$ cat config.mk
export PLATFORM = sky130hd
export DESIGN_NAME = bus_grant_arbiter
export DESIGN_NICKNAME = d
export VERILOG_FILES = /design/src/rtl/arb_pkg.sv /design/src/rtl/arb_sync.sv /design/src/rtl/arb_grant_fsm.sv /design/src/rtl/bus_grant_arbiter.sv
export SDC_FILE = /design/constraint.sdc
export NUM_CORES = 1
export LEC_CHECK = 0
export CORE_AREA = 5 5 42 44
export DETAILED_ROUTE_END_ITERATION = 10
export DIE_AREA = 0 0 47 49
export DONT_BUFFER_PORTS = 1
export HOLD_SLACK_MARGIN = 0.03
export PLACE_DENSITY_LB_ADDON = 0.15
export REMOVE_ABC_BUFFERS = 1
export SKIP_CTS_REPAIR_TIMING = 1
export SYNTH_ARGS = -nofsm -noshare
export SYNTH_HDL_FRONTEND = slang
export SYNTH_SLANG_ARGS = --single-unit
$ cat constraint.sdc
create_clock -name clk -period 3.8 [get_ports clk]
set_input_delay 0.57 -clock clk [delete_from_list [all_inputs] [get_ports clk]]
set_output_delay 0.57 -clock clk [all_outputs]
set_load 0.03 [all_outputs]
$ cat src/rtl/arb_pkg.sv
package arb_pkg;
  typedef enum logic [1:0] {
    ST_LOCAL = 2'd0,
    ST_OFFER = 2'd1,
    ST_HOLD  = 2'd2,
    ST_GAP   = 2'd3
  } arb_state_e;
endpackage

$ cat src/rtl/arb_sync.sv
module arb_sync #(
  parameter int WIDTH  = 2,
  parameter int STAGES = 2
) (
  input  logic             clk,
  input  logic             rst,
  input  logic [WIDTH-1:0] d_i,
  output logic [WIDTH-1:0] q_o
);
  generate
    if (STAGES == 0) begin : g_bypass
      assign q_o = d_i;
    end else begin : g_chain
      logic [WIDTH-1:0] stg_q [STAGES];
      always_ff @(posedge clk) begin
        if (rst) begin
          for (int i = 0; i < STAGES; i++) stg_q[i] <= '0;
        end else begin
          stg_q[0] <= d_i;
          for (int i = 1; i < STAGES; i++) stg_q[i] <= stg_q[i-1];
        end
      end
      assign q_o = stg_q[STAGES-1];
    end
  endgenerate
endmodule

$ cat src/rtl/arb_grant_fsm.sv
module arb_grant_fsm
  import arb_pkg::*;
#(
  parameter int NEG_DLY     = 2,
  parameter int REOFFER_DLY = 2
) (
  input  logic clk,
  input  logic rst,
  input  logic req_i,
  input  logic ack_i,
  input  logic ready_i,
  output logic grant_o,
  output logic local_o
);
  localparam int MAXD = (NEG_DLY > REOFFER_DLY) ? NEG_DLY : REOFFER_DLY;
  localparam int CW   = (MAXD < 2) ? 1 : $clog2(MAXD + 1);
  localparam logic [CW-1:0] NEG_LOAD = CW'(NEG_DLY - 1);
  localparam logic [CW-1:0] GAP_LOAD = CW'(REOFFER_DLY - 1);

  arb_state_e    state_q, state_d;
  logic [CW-1:0] cnt_q, cnt_d;
  logic          grant_q, ack_prev_q;
  logic          ack_rise;

  assign ack_rise = ack_i & ~ack_prev_q;

  always_comb begin
    state_d = state_q;
    cnt_d   = cnt_q;
    unique case (state_q)
      ST_LOCAL: begin
        if (req_i && !ack_i && ready_i) state_d = ST_OFFER;
      end
      ST_OFFER: begin
        if (ack_rise) begin
          state_d = ST_HOLD;
          cnt_d   = NEG_LOAD;
        end else if (!req_i) begin
          if (ack_i) begin
            state_d = ST_GAP;
            cnt_d   = GAP_LOAD;
          end else begin
            state_d = ST_LOCAL;
          end
        end
      end
      ST_HOLD: begin
        if (cnt_q == '0) begin
          state_d = ST_GAP;
          cnt_d   = GAP_LOAD;
        end else begin
          cnt_d = cnt_q - 1'b1;
        end
      end
      ST_GAP: begin
        if (!req_i && !ack_i)  state_d = ST_LOCAL;
        else if (cnt_q != '0)  cnt_d   = cnt_q - 1'b1;
        else if (req_i)        state_d = ST_OFFER;
      end
      default: state_d = ST_LOCAL;
    endcase
  end

  always_ff @(posedge clk) begin
    if (rst) begin
      state_q    <= ST_LOCAL;
      cnt_q      <= '0;
      grant_q    <= 1'b0;
      ack_prev_q <= 1'b0;
    end else begin
      state_q    <= state_d;
      cnt_q      <= cnt_d;
      grant_q    <= (state_d == ST_OFFER) || (state_d == ST_HOLD);
      ack_prev_q <= ack_i;
    end
  end

  assign grant_o = grant_q;
  assign local_o = (state_q == ST_LOCAL);

  AST_GRANT_NEEDS_REQ: assert property (@(posedge clk) disable iff (rst)
    $rose(grant_q) |-> $past(req_i));
  AST_LOCAL_NEEDS_NO_ACK: assert property (@(posedge clk) disable iff (rst)
    ($rose(grant_q) && $past(state_q == ST_LOCAL)) |-> !$past(ack_i));
  AST_IDLE_GRANT_NEXT: assert property (@(posedge clk) disable iff (rst)
    (state_q == ST_LOCAL && req_i && !ack_i && ready_i) |=> grant_q);
  AST_BUSY_NO_GRANT: assert property (@(posedge clk) disable iff (rst)
    (state_q == ST_LOCAL && !ready_i) |=> !grant_q);
  AST_HOLD_KEEPS_GRANT: assert property (@(posedge clk) disable iff (rst)
    (state_q == ST_HOLD) |-> grant_q);
  AST_GAP_NO_GRANT: assert property (@(posedge clk) disable iff (rst)
    (state_q == ST_GAP) |-> !grant_q);
endmodule

$ cat src/rtl/bus_grant_arbiter.sv
module bus_grant_arbiter #(
  parameter int SYNC_STAGES = 2,
  parameter int NEG_DLY     = 2,
  parameter int REOFFER_DLY = 2
) (
  input  logic clk,
  input  logic rst,
  input  logic sync_mode_i,
  input  logic req_i,
  input  logic ack_i,
  input  logic xfer_idle_i,
  input  logic halt_i,
  input  logic dfault_i,
  output logic grant_o,
  output logic local_owner_o
);
  logic [1:0] raw_pair, sync_pair;
  logic       req_eff, ack_eff, ready;

  assign raw_pair = {ack_i, req_i};

  arb_sync #(.WIDTH(2), .STAGES(SYNC_STAGES)) u_sync (
    .clk (clk),
    .rst (rst),
    .d_i (raw_pair),
    .q_o (sync_pair)
  );

  assign req_eff = sync_mode_i ? req_i : sync_pair[0];
  assign ack_eff = sync_mode_i ? ack_i : sync_pair[1];
  assign ready   = xfer_idle_i | halt_i | dfault_i;

  arb_grant_fsm #(.NEG_DLY(NEG_DLY), .REOFFER_DLY(REOFFER_DLY)) u_fsm (
    .clk     (clk),
    .rst     (rst),
    .req_i   (req_eff),
    .ack_i   (ack_eff),
    .ready_i (ready),
    .grant_o (grant_o),
    .local_o (local_owner_o)
  );

  AST_OWNER_EXCLUSIVE: assert property (@(posedge clk) disable iff (rst)
    local_owner_o |-> !grant_o);
  AST_REGAIN_QUIET: assert property (@(posedge clk) disable iff (rst)
    $rose(local_owner_o) |-> (!$past(req_eff) && !$past(ack_eff)));
  AST_RESET_STATE: assert property (@(posedge clk)
    $past(rst) |-> (local_owner_o && !grant_o));
endmodule

==> reports/metrics.csv, run 1 <==
metric,value,unit
crit path kind,reg2out,
Starting DRT DRC Count,18,
type of the worst min-delay path,in2reg,
Worst Hold Endpoint,u_fsm.ack_prev_q,
R2R Setup Slk,2470,ps
hold_ws,360,ps
"Data required, critical path",3230,ps
Final nets,68,
Vias/cell,5.38,
GR Util All Layers,10.4,%
final hold viol count,0,
WP data arrival,1170,ps
"EDFF count, synth",0,
R2R Path End,u_fsm.cnt_q[1],
cell taking the most area after synthesis,dfxtp_1,
Initial Util,37.3,%
residual DRC count,0,
"commonest non-fill, non-tap cell in the layout",dfxtp_1,
post-synthesis cell area,523,sq um
number of global-route vias before repair,398,
dpl hpwl,725,um
VDD IR-drop max,0.000189,V
CP peak stage delay,490,ps
status,finished clean,
Worst-Margin Slew,548,ps
crit start category,flop,
final WL,941,um
Die Width,47,um
post-route ant nets,0,
share of synthesized registers carrying an async set or reset,0,%
grt total ovfl,0,
initial antenna violation count,0,
Final Setup Violations,0,
Reg2Reg Launch Point,u_fsm.cnt_q[0],
number of fill cells,155,
height of the die,49,um
vias,393,
Worst setup EP type,primary output,
worst-skew pair later-pin latency,270,ps
post-synthesis sequential area ratio,38.3,%
Max Slew Vio Count,0,
clk slew on worst S/H paths,70,ps
first-pass GRT wire length,1690,um
Max Fanout on Critical Path,10,
Fin Setup TNS,0,ps
number of cells produced by synthesis,56,
Max Buffers Root-to-Sink,2,
P per Cell Area,434,nW/um^2
Root Driver,clkbuf_4,
crit share post-route,45.8,%
n_diodes,0,
WP buf/inv,0,
"Cell Chain, Critical Path",nor2_1,
Fmax achieved,574,MHz
PortBufs,0,
number of buffers created by CTS,3,
RSZ-0062 raised after global routing,false,
Synth cell types,27,
Ys Warns,0,
Final Critical Period,1740,ps
Area Overhead vs Synth,7.89,%
"CP delay by family, top",simple AND/OR/NAND/NOR gates,
WL/cell,12.9,um
Setup Skew,7.25,ps
"flops & latches, synth",10,
Yosys top cell area share,38.3,%
Hold Startpoint,rst,
most frequent cells in the layout,"dfxtp_1 (10), inv_1 (5), nor2_1 (4), mux2i_1 (4), nor2b_1 (4)",
Hold Path Cell Cnt,1,
synth top area cells,"dfxtp_1 (38%), mux2i_1 (7.7%), ha_1 (4.8%)",
Synth Flop Type,dfxtp_1,
FP Rows,14,
core area,1400,sq um
slowest cell on the critical path,nor2_1,
H-tree depth,1,
Slew HR,63.4,%
first-pass iteration count of the detailed router,4,
largest net degree at the start of global routing,12,
gp weighted congestion,0.782,
TritonCTS clock tree,yes,
worst reg-to-reg path cell count,6,
layout cells sized above 1,17.5,%
max-cap viol count,0,
Die ar.,2300,sq um
clock sinks,10,
total power,245,uW
io pins,10,
syn_area_per_cell,9.34,sq um
leakage power,0.236,nW
==> logic make-up (layout without fill, tap and decap cells) <==
group,after synthesis,after routing,share of synthesized area [%]
DFF,10,10,38.3
buffers and inverters,8,9,6.46
and+or+nand+nor,19,19,20.1
AOI/OAI and AO/OA,11,11,17.7
adders and majority gates,2,2,4.78
muxes,6,6,12.7
==> how the worst max path moves through the flow <==
| stage | start | end | cells after the start |
|---|---|---|---|
| 2_1_floorplan | sync_mode_i | u_fsm.cnt_q[1] | 4 |
| 3_3_place_gp | sync_mode_i | u_fsm.cnt_q[1] | 4 |
| 3_5_place_dp | sync_mode_i | u_fsm.cnt_q[1] | 4 |
| 4_1_cts | u_fsm.state_q[1] | local_owner_o | 1 |
| 5_1_grt | u_fsm.state_q[1] | local_owner_o | 1 |
| 6_report | u_fsm.state_q[1] | local_owner_o | 1 |
==> final cells by class <==
cell class              count  area (sq um)  area share [%]
multi-input cells          38           289            51.2
flip-flops and latches     10           200            35.5
clock buffers               4          36.3            6.43
well taps                  16          20.0            3.55
inverters                   5          18.8            3.33
==> routing by layer <==
layer | track usage (%) | part of all wire [%] | up-vias
li1 | - | - | 198
met1 | 12.9 | 46 | 175
met2 | 14.0 | 43 | 16
met3 | 3.32 | 7.8 | 4
met4 | 8.29 | 2.8 | 0
met5 | 0 | 0 | -
==> power breakdown <==
group          leakage [nW]  switching (mW)  total, mW  internal (mW)
registers            0.0821         0.00861      0.120          0.111
logic                 0.133          0.0151     0.0296         0.0146
clock network        0.0210          0.0374     0.0956         0.0582
total                 0.236          0.0611      0.245          0.184
==> synthesized netlist by cell type (2+ instances only) <==
cell / number
dfxtp_1: 10
inv_1: 5
mux2i_1: 4
nor2_1: 4
nor2b_1: 4
o21ai_0: 3
clkbuf_1: 2
ha_1: 2
nand2_1: 2
nand2b_1: 2
nand3_1: 2
==> per-stage QoR <==
stage	util (%)	instances	area [sq um]	worst slack [ps]
6_report	40.3	73	564	2060
5_1_grt	40.3	73	564	1990
4_1_cts	40.3	73	564	2040
3_5_place_dp	37.7	69	528	2210
3_3_place_gp	37.7	69	528	2190
2_1_floorplan	-	53	508	2300
==> registers in the layout (all words and copies together), names as in the netlist <==
name                  flops
u_sync.g_chain.stg_q      4
u_fsm.cnt_q               2
u_fsm.grant_o             1
u_fsm.ack_prev_q          1
u_fsm.state_q             2
==> worst reg2reg max path: cells and delay by family (launching register included) <==
family / cells / cell delay [ps]
flip-flops: 1 / 390
AO/OA/AOI/OAI: 2 / 300
adder cells (fa/ha/maj): 1 / 230
multiplexers: 1 / 190
AND/OR/NAND/NOR: 1 / 90
buffers and inverters: 1 / 60
Power figures use the tool's default switching activity.
==> run 2: changes to the inputs <==
==> constraint.sdc (replaced) <==
create_clock -name clk -period 1.7 [get_ports clk]
set_input_delay 0.255 -clock clk [delete_from_list [all_inputs] [get_ports clk]]
set_output_delay 0.255 -clock clk [all_outputs]
set_load 0.03 [all_outputs]
==> reports/metrics.csv, run 2 (synthesis results as in run 1) <==
metric,value,unit,change
worst setup margin,299,ps,-1760 ps
residual DRC count,0,,unchanged
max-cap viol count,0,,unchanged
Worst setup EP type,primary output,,
Max Fanout on Critical Path,10,,unchanged
fin area,564,sq um,unchanged
Die Width,47,um,unchanged
RSZ-0062 raised after global routing,false,,
Final Core Density,40.3,%,unchanged
crit path kind,reg2out,,
post-route ant nets,0,,unchanged
Max Buffers Root-to-Sink,2,,unchanged
crit share post-route,82.4,%,
WL/cell,12.0,um,-7.0%
"Cell Chain, Critical Path",nor2_1,,
WP data arrival,1150,ps,-20 ps
hold_ws,56.2,ps,-304 ps
vias,397,,+1.0%
Fmax achieved,714,MHz,
most frequent cells in the layout,"dfxtp_1 (10), inv_1 (5), nor2_1 (4), mux2i_1 (4), nor2b_1 (4)",,
Setup Skew,3.26,ps,-3.99 ps
core area,1400,sq um,unchanged
first-pass iteration count of the detailed router,4,,unchanged
PortBufs,0,,unchanged
Largest regs,"u_sync.g_chain.stg_q (4), u_fsm.cnt_q (2), u_fsm.state_q (2)",,
Slew HR,63.5,%,+0.11 points
status,finished clean,,
final WL,875,um,-7.0%
Die ar.,2300,sq um,unchanged
Initial Util,37.3,%,unchanged
crit start category,flop,,
Fin Setup TNS,0,ps,unchanged
io pins,10,,unchanged
WP buf/inv,0,,unchanged
Place WS,399,ps,-1810 ps
layout cells sized above 1,17.5,%,unchanged
CP peak stage delay,480,ps,about the same
Final Setup Violations,0,,unchanged
gp weighted congestion,0.768,,-1.8%
GR Util All Layers,9.46,%,-0.92 points
number of buffers created by CTS,3,,unchanged
P per Cell Area,960,nW/um^2,+120%
clock sinks,10,,unchanged
Vias/cell,5.44,,+1.0%
clk slew on worst S/H paths,70,ps,about the same
final hold viol count,0,,unchanged
n_diodes,0,,unchanged
initial antenna violation count,0,,unchanged
leakage power,0.236,nW,unchanged
"commonest non-fill, non-tap cell in the layout",dfxtp_1,,
Final Critical Period,1400,ps,
largest net degree at the start of global routing,12,,unchanged
TritonCTS clock tree,yes,,
Starting DRT DRC Count,7,,-11
H-tree depth,1,,unchanged
type of the worst min-delay path,in2reg,,
most flop-heavy register,u_sync.g_chain.stg_q,,
dpl hpwl,686,um,-5.4%
"Data required, critical path",1440,ps,-1790 ps
Final nets,68,,unchanged
grt total ovfl,0,,unchanged
Max Slew Vio Count,0,,unchanged
number of global-route vias before repair,395,,-0.75%
FP Rows,14,,unchanged
number of fill cells,151,,-2.6%
Worst-Margin Slew,546,ps,-1.70 ps
Root Driver,clkbuf_4,,
Placed Area,528,sq um,unchanged
worst-skew pair later-pin latency,260,ps,about the same
slowest cell on the critical path,nor2_1,,
height of the die,49,um,unchanged
VDD IR-drop max,0.000438,V,+130%
"CP delay by family, top",simple AND/OR/NAND/NOR gates,,
Area Overhead vs Synth,7.89,%,unchanged
first-pass GRT wire length,1550,um,-8.2%
max reg flops,4,,unchanged
[run 2: cell counts in the layout (fill, tap and decap cells not counted)]
Identical to the previous run, type by type.
[run 2: per-stage QoR]
stage	cells	total power, mW
CTS	73	0.553
detailed placement	69	0.339
finish	73	0.542
global route	73	0.570
global placement	69	0.341
floorplan	53	0.328
[run 2: cell type report]
| type | instances | area, sq um | share of cell area [%] |
|---|---|---|---|
| sequential | 10 | 200 | 35.5 |
| clock buffer | 4 | 36.3 | 6.43 |
| multi-input combinational | 38 | 289 | 51.2 |
| tap | 16 | 20.0 | 3.55 |
| inverter | 5 | 18.8 | 3.33 |
[run 2: power by group]
| part | switching (mW) | internal [mW] |
|---|---|---|
| combinational | 0.0331 | 0.0326 |
| sequential | 0.0191 | 0.249 |
| clock | 0.0785 | 0.130 |
| total | 0.131 | 0.411 |
[run 2: metal layers]
metal	up-vias	routed length, um	global-route usage (%)	part of all wire (%)
li1	197	-	-	-
met4	0	25	6.91	2.9
met2	12	367	12.4	42
met3	4	66	3.32	7.5
met1	184	417	12.2	48
met5	-	0	0	0
[run 2: worst paths after layout]
path	startpoint	end	slack, ps	cells past startpoint
max	u_fsm.state_q[1]	local_owner_o	300	1
min	rst	u_fsm.ack_prev_q	60	1
min reg2reg	u_sync.g_chain.stg_q[0][1]	u_sync.g_chain.stg_q[0][3]	450	1
max reg2reg	u_fsm.cnt_q[0]	u_fsm.state_q[0]	400	6
